## config.mk

```make
export PLATFORM = sky130hd
export DESIGN_NAME = mesh_sweep_seq
export DESIGN_NICKNAME = d
export VERILOG_FILES = /design/src/rtl/mesh_sweep_pkg.sv /design/src/rtl/mesh_grid_walker.sv /design/src/rtl/mesh_point_wdog.sv /design/src/rtl/mesh_pair_writer.sv /design/src/rtl/mesh_sweep_seq.sv
export SDC_FILE = /design/constraint.sdc
export NUM_CORES = 1
export LEC_CHECK = 0
export ABC_AREA = 1
export CAP_MARGIN = 20
export CORE_MARGIN = 4
export CORE_UTILIZATION = 35
export DETAILED_ROUTE_END_ITERATION = 6
export SLEW_MARGIN = 10
export SYNTH_ARGS = -nofsm -noshare
export SYNTH_HDL_FRONTEND = slang
export SYNTH_SLANG_ARGS = --single-unit
```

## constraint.sdc

```tcl
create_clock -name clk -period 6.4 [get_ports clk]
set_input_delay 1.28 -clock clk [delete_from_list [all_inputs] [get_ports clk]]
set_output_delay 1.28 -clock clk [all_outputs]
set_load 0.01 [all_outputs]
```

## src/rtl/mesh_sweep_pkg.sv

```systemverilog
package mesh_sweep_pkg;

    localparam int WORD_W     = 32;
    localparam int REG_AW     = 3;
    localparam int ROW_SHIFT  = 7;   // 128 points per row, fixed
    localparam int SLOT_SHIFT = 3;   // 8 bytes per point

    localparam logic [REG_AW-1:0] RA_CTRL    = 3'd0;
    localparam logic [REG_AW-1:0] RA_BASE    = 3'd1;
    localparam logic [REG_AW-1:0] RA_LASTCOL = 3'd2;
    localparam logic [REG_AW-1:0] RA_LASTROW = 3'd3;
    localparam logic [REG_AW-1:0] RA_VCOUNT  = 3'd4;
    localparam logic [REG_AW-1:0] RA_LASTOUT = 3'd5;

    typedef enum logic [2:0] {
        SW_IDLE,
        SW_LOAD,
        SW_RUN,
        SW_WRITE,
        SW_NEXT,
        SW_DONE
    } sweep_state_e;

    typedef enum logic [1:0] {
        WP_IDLE,
        WP_FIRST,
        WP_SECOND
    } wport_state_e;

    typedef struct packed {
        logic [WORD_W-1:0] addr;
        logic [WORD_W-1:0] w0;
        logic [WORD_W-1:0] w1;
    } out_pair_t;

    function automatic logic [WORD_W-1:0] swap_bytes(input logic [WORD_W-1:0] v);
        return {v[7:0], v[15:8], v[23:16], v[31:24]};
    endfunction

    function automatic logic [WORD_W-1:0] point_addr(input logic [WORD_W-1:0] base,
                                                     input logic [WORD_W-1:0] x,
                                                     input logic [WORD_W-1:0] y);
        return base + (((y << ROW_SHIFT) + x) << SLOT_SHIFT);
    endfunction

endpackage

```

## src/rtl/mesh_grid_walker.sv

```systemverilog
module mesh_grid_walker #(
    parameter int COORD_W = 16
) (
    input  logic               clk,
    input  logic               rst,
    input  logic               clear,
    input  logic               advance,
    input  logic [COORD_W-1:0] last_x,
    input  logic [COORD_W-1:0] last_y,
    output logic [COORD_W-1:0] x,
    output logic [COORD_W-1:0] y,
    output logic               at_grid_end
);

    always_ff @(posedge clk) begin
        if (rst || clear) begin
            x <= '0;
            y <= '0;
        end else if (advance) begin
            if (x == last_x) begin
                x <= '0;
                y <= y + COORD_W'(1);
            end else begin
                x <= x + COORD_W'(1);
            end
        end
    end

    assign at_grid_end = (x == last_x) && (y == last_y);

    // column advances within a row, row held
    p_col_step_r2: assert property (@(posedge clk) disable iff (rst)
        (advance && !clear && x != last_x) |=> (x == $past(x) + COORD_W'(1)) && $stable(y));

    // end of row wraps column and moves to next row
    p_row_wrap_r2: assert property (@(posedge clk) disable iff (rst)
        (advance && !clear && x == last_x) |=> (x == '0) && (y == $past(y) + COORD_W'(1)));

endmodule

```

## src/rtl/mesh_point_wdog.sv

```systemverilog
module mesh_point_wdog #(
    parameter int LIMIT = 2048
) (
    input  logic clk,
    input  logic rst,
    input  logic clear,
    input  logic step,
    output logic expire
);

    localparam int CW = $clog2(LIMIT + 1);

    logic [CW-1:0] cnt;

    always_ff @(posedge clk) begin
        if (rst || clear) begin
            cnt <= '0;
        end else if (step) begin
            cnt <= cnt + CW'(1);
        end
    end

    // the step that would be number LIMIT ends the point
    assign expire = step && (cnt == CW'(LIMIT - 1));

    // a cleared counter cannot expire on the very next step
    p_fresh_no_expire_r7: assert property (@(posedge clk) disable iff (rst)
        clear |=> !expire);

endmodule

```

## src/rtl/mesh_pair_writer.sv

```systemverilog
module mesh_pair_writer
    import mesh_sweep_pkg::*;
(
    input  logic              clk,
    input  logic              rst,
    input  logic              start,
    input  out_pair_t         pair_in,
    output logic              mem_req,
    output logic [WORD_W-1:0] mem_addr,
    output logic [WORD_W-1:0] mem_data,
    input  logic              mem_ack,
    output logic              done
);

    wport_state_e st_q;
    out_pair_t    pair_q;

    always_ff @(posedge clk) begin
        if (rst) begin
            st_q   <= WP_IDLE;
            pair_q <= '0;
        end else begin
            case (st_q)
                WP_IDLE: begin
                    if (start) begin
                        pair_q <= pair_in;
                        st_q   <= WP_FIRST;
                    end
                end
                WP_FIRST: begin
                    if (mem_ack) st_q <= WP_SECOND;
                end
                WP_SECOND: begin
                    if (mem_ack) st_q <= WP_IDLE;
                end
                default: st_q <= WP_IDLE;
            endcase
        end
    end

    assign mem_req  = (st_q != WP_IDLE);
    assign mem_addr = (st_q == WP_SECOND) ? pair_q.addr + WORD_W'(4) : pair_q.addr;
    assign mem_data = (st_q == WP_SECOND) ? pair_q.w1 : pair_q.w0;
    assign done     = (st_q == WP_SECOND) && mem_ack;

    // an unacknowledged request keeps address and data
    p_hold_until_ack_r6: assert property (@(posedge clk) disable iff (rst)
        (mem_req && !mem_ack) |=> mem_req && $stable(mem_addr) && $stable(mem_data));

    // second word follows the first at +4
    p_second_word_r3: assert property (@(posedge clk) disable iff (rst)
        (st_q == WP_FIRST && mem_ack) |=> mem_req && (mem_addr == $past(mem_addr) + WORD_W'(4)));

endmodule

```

## src/rtl/mesh_sweep_seq.sv

```systemverilog
module mesh_sweep_seq
    import mesh_sweep_pkg::*;
#(
    parameter int COORD_W    = 16,
    parameter int WDOG_LIMIT = 2048
) (
    input  logic              clk,
    input  logic              rst,
    input  logic              reg_wr_en,
    input  logic [2:0]        reg_wr_addr,
    input  logic [31:0]       reg_wr_data,
    input  logic [2:0]        reg_rd_addr,
    output logic [31:0]       reg_rd_data,
    output logic              eng_load,
    output logic [31:0]       eng_x,
    output logic [31:0]       eng_y,
    output logic              eng_run,
    input  logic              eng_step,
    input  logic              eng_vout,
    input  logic [31:0]       eng_opa,
    input  logic [31:0]       eng_opb,
    output logic              mem_req,
    output logic [31:0]       mem_addr,
    output logic [31:0]       mem_data,
    input  logic              mem_ack,
    output logic              irq
);

    localparam int PROD_W = 64;

    sweep_state_e       st_q;
    logic [WORD_W-1:0]  base_q;
    logic [WORD_W-1:0]  last_out_q;
    logic [WORD_W-1:0]  vcount_q;
    logic [COORD_W-1:0] lastc_q;
    logic [COORD_W-1:0] lastr_q;
    logic               err_q;
    logic [WORD_W-1:0]  pair_addr_q;

    logic [COORD_W-1:0] px;
    logic [COORD_W-1:0] py;
    logic               at_grid_end;
    logic               start_req;
    logic               walk_clear;
    logic               walk_adv;
    logic               wd_clear;
    logic               wd_step;
    logic               wd_expire;
    logic               wr_start;
    logic               wr_done;
    out_pair_t          pair_now;
    logic [PROD_W-1:0]  prod_full;

    assign start_req = reg_wr_en && (reg_wr_addr == RA_CTRL) && reg_wr_data[0];

    assign walk_clear = (st_q == SW_IDLE) && start_req;
    assign walk_adv   = (st_q == SW_NEXT) && !at_grid_end;
    assign wd_clear   = (st_q == SW_LOAD);
    assign wd_step    = (st_q == SW_RUN) && eng_step && !eng_vout;
    assign wr_start   = (st_q == SW_RUN) && eng_vout;

    always_comb begin
        pair_now.addr = point_addr(base_q, WORD_W'(px), WORD_W'(py));
        pair_now.w0   = swap_bytes(eng_opa);
        pair_now.w1   = swap_bytes(eng_opb);
    end

    assign prod_full = PROD_W'(lastc_q) * PROD_W'(lastr_q) + PROD_W'(lastc_q)
                     + PROD_W'(lastr_q) + PROD_W'(1);

    mesh_grid_walker #(.COORD_W(COORD_W)) u_walker (
        .clk         (clk),
        .rst         (rst),
        .clear       (walk_clear),
        .advance     (walk_adv),
        .last_x      (lastc_q),
        .last_y      (lastr_q),
        .x           (px),
        .y           (py),
        .at_grid_end (at_grid_end)
    );

    mesh_point_wdog #(.LIMIT(WDOG_LIMIT)) u_wdog (
        .clk    (clk),
        .rst    (rst),
        .clear  (wd_clear),
        .step   (wd_step),
        .expire (wd_expire)
    );

    mesh_pair_writer u_writer (
        .clk      (clk),
        .rst      (rst),
        .start    (wr_start),
        .pair_in  (pair_now),
        .mem_req  (mem_req),
        .mem_addr (mem_addr),
        .mem_data (mem_data),
        .mem_ack  (mem_ack),
        .done     (wr_done)
    );

    always_ff @(posedge clk) begin
        if (rst) begin
            st_q        <= SW_IDLE;
            base_q      <= '0;
            last_out_q  <= '0;
            vcount_q    <= '0;
            lastc_q     <= '0;
            lastr_q     <= '0;
            err_q       <= 1'b0;
            pair_addr_q <= '0;
        end else begin
            if (reg_wr_en) begin
                case (reg_wr_addr)
                    RA_BASE:    base_q  <= reg_wr_data;
                    RA_LASTCOL: lastc_q <= reg_wr_data[COORD_W-1:0];
                    RA_LASTROW: lastr_q <= reg_wr_data[COORD_W-1:0];
                    default: ;
                endcase
            end
            case (st_q)
                SW_IDLE: begin
                    if (start_req) begin
                        err_q <= 1'b0;
                        st_q  <= SW_LOAD;
                    end
                end
                SW_LOAD: st_q <= SW_RUN;
                SW_RUN: begin
                    if (eng_vout) begin
                        pair_addr_q <= pair_now.addr;
                        st_q        <= SW_WRITE;
                    end else if (wd_expire) begin
                        err_q <= 1'b1;
                        st_q  <= SW_NEXT;
                    end
                end
                SW_WRITE: begin
                    if (wr_done) begin
                        last_out_q <= pair_addr_q + WORD_W'(4);
                        st_q       <= SW_NEXT;
                    end
                end
                SW_NEXT: begin
                    if (at_grid_end) begin
                        vcount_q <= prod_full[WORD_W-1:0];
                        st_q     <= SW_DONE;
                    end else begin
                        st_q <= SW_LOAD;
                    end
                end
                SW_DONE: st_q <= SW_IDLE;
                default: st_q <= SW_IDLE;
            endcase
        end
    end

    always_comb begin
        case (reg_rd_addr)
            RA_CTRL:    reg_rd_data = {30'd0, err_q, (st_q != SW_IDLE)};
            RA_BASE:    reg_rd_data = base_q;
            RA_LASTCOL: reg_rd_data = WORD_W'(lastc_q);
            RA_LASTROW: reg_rd_data = WORD_W'(lastr_q);
            RA_VCOUNT:  reg_rd_data = vcount_q;
            RA_LASTOUT: reg_rd_data = last_out_q;
            default:    reg_rd_data = '0;
        endcase
    end

    assign eng_load = (st_q == SW_LOAD);
    assign eng_x    = WORD_W'(px);
    assign eng_y    = WORD_W'(py);
    assign eng_run  = (st_q == SW_RUN);
    assign irq      = (st_q == SW_DONE);

    // an accepted start leads straight to a coordinate load
    p_start_load_r1: assert property (@(posedge clk) disable iff (rst)
        (st_q == SW_IDLE && start_req) |=> eng_load);

    // no new point while a write is pending
    p_no_load_in_write_r6: assert property (@(posedge clk) disable iff (rst)
        eng_load |-> !mem_req);

    // an abandoned point issues no write and stops the engine
    p_abandon_r7: assert property (@(posedge clk) disable iff (rst)
        (eng_run && !eng_vout && wd_expire) |=> !mem_req && !eng_run);

    // interrupt is a single-cycle pulse
    p_irq_single_r8: assert property (@(posedge clk) disable iff (rst)
        irq |=> !irq);

    // a start while busy leaves the sweep running
    p_busy_start_r9: assert property (@(posedge clk) disable iff (rst)
        (st_q != SW_IDLE && st_q != SW_DONE && start_req) |=> (st_q != SW_IDLE));

endmodule

```

==> impl_metrics.sql, run 1 <==
INSERT INTO impl_metrics (metric_group, metric, value, unit) VALUES
('status', 'run_status', 'finished clean', ''),
('cells_and_area', 'ratio_of_cells_with_drive_above_1_in_the_final_layout', '0.0382', ''),
('critical_path', 'path_max_fanout', '16', ''),
('yosys', 'syn-cell-area', '0.0283', 'mm²'),
('yosys', 'post-synth-top-count-cell', 'sky130_fd_sc_hd__nand2_1', ''),
('sta', 'setup_repair_after_global_routing_missed_its_margin', 'no', ''),
('detailed_routing', 'wire_per_inst', '17.8', 'µm'),
('sta', 'layout_min_cycle_time', '5950', 'ps'),
('critical_path', 'worst-endpoint-arrival', '6430', 'ps'),
('clock_tree', 'htreeDepth', '2', ''),
('critical_path', 'critPathMaxStageDelay', '820', 'ps'),
('yosys', 'netlist.top_cell.by_area', 'sky130_fd_sc_hd__dfxtp_1', ''),
('floorplanning', 'die_height', '293', 'µm'),
('critical_path', 'crit_path_start_kind', 'flop', ''),
('floorplanning', 'die_width', '293', 'µm'),
('yosys', 'syn_avg_cell_area', '6.58', 'µm²'),
('yosys', 'synth_cell_type_count', '51', ''),
('cells_and_area', 'finalCoreUtilization', '0.409', ''),
('floorplanning', 'placementRows', '104', ''),
('cells_and_area', 'final_design_area_no_fill', '0.0329', 'mm²'),
('cells_and_area', 'multi_input_area', '0.0180', 'mm²'),
('clock_tree', 'clock_latency', '600', 'ps'),
('global_route', 'globalRouteTotalUtil', '0.227', ''),
('floorplanning', 'effective_utilization_at_floorplan', '0.352', ''),
('place', 'dp_hpwl', '78900', 'µm'),
('cells_and_area', 'seqCellArea', '0.00613', 'mm²'),
('clock_tree', 'post-cts-setup-buffer-count', '0', ''),
('yosys', 'synth.yosys.seq_area_share', '0.216', ''),
('yosys', 'synth_commonest_cells', '1101 x sky130_fd_sc_hd__nand2_1, 873 x sky130_fd_sc_hd__inv_1, 485 x sky130_fd_sc_hd__nor2_1', ''),
('clock_tree', 'cts_tree', 'built', ''),
('global_route', 'grt_first_pass_wirelength', '152000', 'µm'),
('yosys', 'yosys_register_bits', '306', ''),
('critical_path', 'worst_ep_required_time', '6890', 'ps'),
('global_route', 'number_of_global_route_vias_before_repair', '25800', ''),
('global_route', 'grt_antenna_before_repair', '2', ''),
('yosys', 'syn_inst', '4309', ''),
('detailed_routing', 'first_iter_violations', '2193', ''),
('sta', 'setup-violations-final', '0', ''),
('global_route', 'largest_net_degree_at_the_start_of_global_routing', '73', ''),
('yosys', 'yosys.area.top_type_share', '0.216', ''),
('clock_tree', 'cts-resized-gates', '0', ''),
('floorplanning', 'floorplan.die_area', '0.0856', 'mm²'),
('critical_path', 'worst_path_max_delay_cell', 'sky130_fd_sc_hd__dfxtp_1', ''),
('clock_tree', 'cts.sink_count', '306', ''),
('critical_path', 'worstPathCellList', 'buf_4, nand2_1, inv_1, fa_1, inv_1, fa_1, fa_1, inv_1, fa_1, fa_1, inv_1, fa_1, inv_1, ha_1, nand2_1, nor2_1, inv_1, o21bai_1, nand2_1, nand4_1, nand2_1, nor2_1, nor2_1', ''),
('yosys', 'cells_taking_the_most_area_after_synthesis', 'sky130_fd_sc_hd__dfxtp_1 22%, sky130_fd_sc_hd__fa_1 15%, sky130_fd_sc_hd__nand2_1 15%, sky130_fd_sc_hd__inv_1 12%, sky130_fd_sc_hd__ha_1 7.1%', ''),
('sta', 'finalCritPeriodShare', '0.929', ''),
('clock_tree', 'numCtsBuffers', '38', ''),
('floorplanning', 'placeableCoreArea', '0.0804', 'mm²'),
('power_and_ir_drop', 'p_leak', '16.9', 'nW'),
('detailed_routing', 'routed-via-count', '27000', ''),
('detailed_routing', 'drc', '0', ''),
('detailed_routing', 'detail-route-antenna-nets', '0', ''),
('detailed_routing', 'vias_per_cell', '4.86', ''),
('cells_and_area', 'finalNetCount', '4953', ''),
('sta', 'timing_hold_violations_final', '0', ''),
('sta', 'max_freq', '168', 'MHz'),
('yosys', 'number_of_flops_mapped_to_enable_cells_by_yosys', '0', ''),
('yosys', 'synthesis.yosys.warnings', '0', ''),
('clock_tree', 'cts.path.max_buffers', '3', ''),
('cells_and_area', 'area.growth.synth_to_final', '16.2', '%'),
('sta', 'fin_worst_skew', '42.9', 'ps'),
('global_route', 'grt.overflow.total', '0', ''),
('run', 'drv.max_cap_violation_count', '0', ''),
('place', 'postPlaceCellArea', '0.0316', 'mm²'),
('yosys', 'asyncSetResetFlopFracSynth', '0', ''),
('sta', 'tightest_slew', '983', 'ps'),
('critical_path', 'timing.setup.critical_path_class', 'flop to flop', ''),
('cells_and_area', 'filler_cell_count', '8555', ''),
('sta', 'count_of_final_max_slew_check_failures', '0', ''),
('sta', 'slew_headroom', '0.339', '');
-- worst paths after layout --
| kind | from | end | slack (ps) | cells after the start |
|---|---|---|---|---|
| setup / recovery | lastc_q[10]$_SDFFE_PP0P_ | vcount_q[24]$_SDFFE_PP0P_ | 450 | 23 |
| hold reg to reg | pair_addr_q[1]$_SDFFE_PP0P_ | pair_addr_q[1]$_SDFFE_PP0P_ | 460 | 2 |
| setup reg to reg | lastc_q[10]$_SDFFE_PP0P_ | vcount_q[24]$_SDFFE_PP0P_ | 450 | 23 |
| hold / removal | pair_addr_q[1]$_SDFFE_PP0P_ | pair_addr_q[1]$_SDFFE_PP0P_ | 460 | 2 |
-- state kept, by name, indices dropped and copies added (netlist names) --
name / flops
base_q: 32
err_q: 1
last_out_q: 32
lastc_q: 16
lastr_q: 16
pair_addr_q: 32
st_q: 3
u_walker.x: 16
u_walker.y: 16
u_wdog.cnt: 12
u_writer.pair_q: 96
u_writer.st_q: 2
vcount_q: 32
-- placed cells by master (no fill, tap or decap), drive strengths merged, types with 13 or more instances in the layout --
cell / netlist / final
o21ai: 204 / 204
inv: 877 / 882
nand3: 188 / 188
nand4: 74 / 74
o21bai: 16 / 16
ha: 160 / 160
xnor2: 38 / 38
conb: 1 / 32
a21oi: 202 / 202
o211ai: 13 / 13
clkdlybuf4s50: 0 / 238
dfxtp: 306 / 306
buf: 122 / 70
a22oi: 17 / 17
clkbuf: 93 / 51
nor2: 492 / 492
fa: 212 / 212
nand2: 1106 / 1106
xor2: 79 / 79
nor3: 49 / 49
-- critical path, delay by kind of cell (launching register included) --
kind | cells | cell delay, ps
adders and majority gates | 7 | 3260
DFF | 1 | 820
and+or+nand+nor | 8 | 810
buffers and inverters | 7 | 690
AOI/OAI and AO/OA | 1 | 260
-- metrics by stage --
| stage | hold WS (ps) | total power, W | setup WS [ps] | cells |
|---|---|---|---|---|
| 2_1_floorplan | 425 | 0.00302 | 917 | 4340 |
| 3_3_place_gp | 447 | 0.00357 | 481 | 5493 |
| 3_5_place_dp | 451 | 0.00357 | 497 | 5493 |
| 4_1_cts | 458 | 0.00584 | 463 | 5563 |
| 5_1_grt | 467 | 0.00608 | 26.2 | 5564 |
| 6_report | 460 | 0.00580 | 452 | 5565 |
-- where the power goes --
part           switching [W]  internal [W]  total (W)
clock               0.000975       0.00128    0.00226
sequential          0.000175       0.00208    0.00226
combinational       0.000795      0.000491    0.00129
total                0.00195       0.00386    0.00580
-- routing by layer --
layer,vias to the layer above,global-route usage,part of all wire
li1,13400,-,-
met2,944,0.344,0.42
met4,4,0.0652,0.033
met3,169,0.0591,0.089
met5,-,0.00776,0.0011
met1,12500,0.318,0.45
-- logic make-up (layout without fill, tap and decap cells) --
kind of cell,after synthesis,after routing,share of synthesized area
AO/OA/AOI/OAI,479,479,0.0917
AND/OR/NAND/NOR,1941,1941,0.281
flip-flops,306,306,0.216
buffers and inverters,1093,1256,0.154
other,1,34,0.000132
adder cells (fa/ha/maj),372,372,0.220
XOR/XNOR,117,117,0.0362
-- cell type report --
class,instances,share of cell area
Antenna cell,2,0.000152
Clock buffer,51,0.0325
Clock inverter,19,0.00669
Inverter,878,0.100
Multi-Input combinational cell,2941,0.546
Sequential cell,306,0.186
Tap cell,1060,0.0403
Timing Repair Buffer,308,0.0882
Note: power is estimated with default switching activity, not from simulation.
==> run 2, diff against run 1 <==
- CORE_MARGIN: 4 -> not set
==> impl_metrics.sql, run 2 (synthesized netlist as in run 1, its figures left out) <==
INSERT INTO impl_metrics (metric_group, metric, value, unit) VALUES
('sta', 'slew_headroom', '0.332', ''),
('cells_and_area', 'seqCellArea', '0.00613', 'mm²'),
('critical_path', 'crit_cells', '21', ''),
('hold_path', 'hold_path_startpoint', 'pair_addr_q[0]$_SDFFE_PP0P_', ''),
('detailed_routing', 'routed-via-count', '27200', ''),
('cells_and_area', 'finalNetCount', '4947', ''),
('detailed_routing', 'wl', '98500', 'µm'),
('floorplanning', 'floorplan.die_area', '0.0821', 'mm²'),
('critical_path', 'crit_path_start_kind', 'flop', ''),
('detailed_routing', 'detail-route-antenna-nets', '0', ''),
('clock_tree', 'cts.path.max_buffers', '3', ''),
('place', 'portBuffers', '239', ''),
('sta', 'finalCritPeriodShare', '0.915', ''),
('critical_path', 'critical_path.top_delay_family', 'adder cells', ''),
('critical_path', 'crit-reg2reg-launch', 'lastc_q[6]$_SDFFE_PP0P_', ''),
('place', 'routabilityCongestion', '1.01', ''),
('global_route', 'grt.overflow.total', '0', ''),
('run', 'drv.max_cap_violation_count', '0', ''),
('sta', 'tightest_slew', '1000', 'ps'),
('clock_tree', 'cts.sink_count', '306', ''),
('global_route', 'largest_net_degree_at_the_start_of_global_routing', '107', ''),
('critical_path', 'worstPathCellList', 'buf_4, nand2_1, inv_1, fa_1, inv_1, fa_1, fa_1, inv_1, fa_1, fa_1, inv_1, fa_1, inv_1, ha_1, nand2_1, nor2_1, inv_1, o21bai_1, o21ai_0, a21oi_1, nor2_1', ''),
('critical_path', 'worst-endpoint-arrival', '6330', 'ps'),
('clock_tree', 'post-cts-setup-buffer-count', '0', ''),
('cells_and_area', 'multi_input_area', '0.0180', 'mm²'),
('power_and_ir_drop', 'p_leak', '16.9', 'nW'),
('global_route', 'globalRouteTotalUtil', '0.240', ''),
('critical_path', 'crit_start', 'lastc_q[6]$_SDFFE_PP0P_', ''),
('cells_and_area', 'stdcell_count', '5543', ''),
('detailed_routing', 'first_iter_violations', '2064', ''),
('cells_and_area', 'filler_cell_count', '8439', ''),
('critical_path', 'critPathMaxStageDelay', '630', 'ps'),
('detailed_routing', 'drc', '0', ''),
('cells_and_area', 'ratio_of_cells_with_drive_above_1_in_the_final_layout', '0.0358', ''),
('clock_tree', 'cts-resized-gates', '0', ''),
('clock_tree', 'clock_tree.root_cell', 'sky130_fd_sc_hd__clkbuf_16', ''),
('status', 'run_status', 'finished clean', ''),
('floorplanning', 'placementRows', '103', ''),
('sta', 'timing_hold_violations_final', '0', ''),
('detailed_routing', 'first_pass_iters', '6', ''),
('critical_path', 'critical_path.endpoint_type', 'flop', ''),
('critical_path', 'worstPathBufferInverterCount', '7', ''),
('critical_path', 'path_max_fanout', '10', ''),
('hold_path', 'worstHoldPathCells', '2', ''),
('sta', 'setup_repair_after_global_routing_missed_its_margin', 'no', ''),
('place', 'place.detailed.instances', '5477', ''),
('sta', 'count_of_final_max_slew_check_failures', '0', ''),
('floorplanning', 'effective_utilization_at_floorplan', '0.356', ''),
('sta', 'setup-violations-final', '0', ''),
('cells_and_area', 'area.growth.synth_to_final', '16.2', '%'),
('place', 'dp_hpwl', '78000', 'µm'),
('sta', 'fin_worst_skew', '57.7', 'ps'),
('floorplanning', 'design.portCount', '272', ''),
('critical_path', 'worst_path_max_delay_cell', 'sky130_fd_sc_hd__dfxtp_1', ''),
('cells_and_area', 'insertedDiodeCount', '0', ''),
('power_and_ir_drop', 'peakVddDrop', '199', 'µV'),
('cells_and_area', 'largest_reg_flops', '96', ''),
('clock_tree', 'numCtsBuffers', '38', ''),
('clock_tree', 'cts_tree', 'built', ''),
('floorplanning', 'die_height', '287', 'µm'),
('cells_and_area', 'final_common_cell', 'sky130_fd_sc_hd__nand2_1', ''),
('cells_and_area', 'registers.top_by_ff_count', 'u_writer.pair_q', ''),
('critical_path', 'r2r.worst_path.cells', '21', ''),
('global_route', 'number_of_global_route_vias_before_repair', '26000', ''),
('critical_path', 'timing.setup.critical_path_class', 'flop to flop', ''),
('clock_tree', 'cts_hold_buffers', '0', ''),
('sta', 'tns', '0', 'ps'),
('clock_tree', 'htreeDepth', '2', ''),
('floorplanning', 'die_width', '287', 'µm'),
('clock_tree', 'clock_latency', '610', 'ps'),
('global_route', 'grt_first_pass_wirelength', '153000', 'µm'),
('hold_path', 'min_path_type', 'flop to flop', ''),
('sta', 'max_freq', '171', 'MHz'),
('sta', 'layout_min_cycle_time', '5850', 'ps'),
('power_and_ir_drop', 'power.density_cell_area', '179', 'mW/mm²'),
('critical_path', 'worst_ep_required_time', '6870', 'ps'),
('floorplanning', 'placeableCoreArea', '0.0795', 'mm²'),
('cells_and_area', 'final_cell_mix', '1101 x sky130_fd_sc_hd__nand2_1, 871 x sky130_fd_sc_hd__inv_1, 484 x sky130_fd_sc_hd__nor2_1, 306 x sky130_fd_sc_hd__dfxtp_1, 238 x sky130_fd_sc_hd__clkdlybuf4s50_1', ''),
('global_route', 'grt_antenna_before_repair', '3', ''),
('clock_tree', 'clk_pin_slew_worst_paths', '60', 'ps'),
('detailed_routing', 'vias_per_cell', '4.91', ''),
('detailed_routing', 'wire_per_inst', '17.8', 'µm');
run 2: through the flow:
stage	power (W)	worst slack, ps	hold slack, ps	utilization	instance area, µm²
after floorplan	0.00302	917	425	-	28500
after global placement	0.00356	506	443	0.397	31600
after detailed placement	0.00357	561	451	0.397	31600
after CTS	0.00593	562	458	0.414	32900
after global routing	0.00617	129	490	0.414	32900
final	0.00590	547	457	0.414	32900
run 2: path summary, 6_finish.rpt:
kind	endpoint	slack [ps]
max	vcount_q[16]$_SDFFE_PP0P_	550
min	pair_addr_q[0]$_SDFFE_PP0P_	460
max reg2reg	vcount_q[16]$_SDFFE_PP0P_	550
min reg2reg	pair_addr_q[0]$_SDFFE_PP0P_	460
run 2: per-layer routing:
metal / GRT usage / share of wire
met4: 0.0690 / 0.028
met3: 0.0455 / 0.085
met5: 0 / 0
met1: 0.344 / 0.46
met2: 0.365 / 0.43
run 2: worst register-to-register path: stages, from the launching register on:
cell and delay, ps:
sky130_fd_sc_hd__dfxtp_1 630, sky130_fd_sc_hd__buf_4 300, sky130_fd_sc_hd__nand2_1 70, sky130_fd_sc_hd__inv_1 110
sky130_fd_sc_hd__fa_1 390, sky130_fd_sc_hd__inv_1 90, sky130_fd_sc_hd__fa_1 430, sky130_fd_sc_hd__fa_1 530
sky130_fd_sc_hd__inv_1 50, sky130_fd_sc_hd__fa_1 480, sky130_fd_sc_hd__fa_1 550, sky130_fd_sc_hd__inv_1 60
sky130_fd_sc_hd__fa_1 530, sky130_fd_sc_hd__inv_1 40, sky130_fd_sc_hd__ha_1 370, sky130_fd_sc_hd__nand2_1 140
sky130_fd_sc_hd__nor2_1 250, sky130_fd_sc_hd__inv_1 70, sky130_fd_sc_hd__o21bai_1 250, sky130_fd_sc_hd__o21ai_0 140
sky130_fd_sc_hd__a21oi_1 230, sky130_fd_sc_hd__nor2_1 70
run 2: report_power, final:
group	internal, W	leakage, nW	switching (W)	total [W]
combinational	0.000490	13.7	0.000798	0.00129
sequential	0.00208	2.48	0.000173	0.00226
clock	0.00139	0.654	0.000961	0.00235
total	0.00397	16.9	0.00193	0.00590
run 2: layout make-up:
| class | count | share of cell area |
|---|---|---|
| well taps | 1050 | 0.0399 |
| repair buffers | 302 | 0.0872 |
| multi-input cells | 2941 | 0.546 |
| flip-flops and latches | 306 | 0.186 |
| inverters | 878 | 0.100 |
| clock inverters | 14 | 0.00802 |
| clock buffers | 52 | 0.0326 |
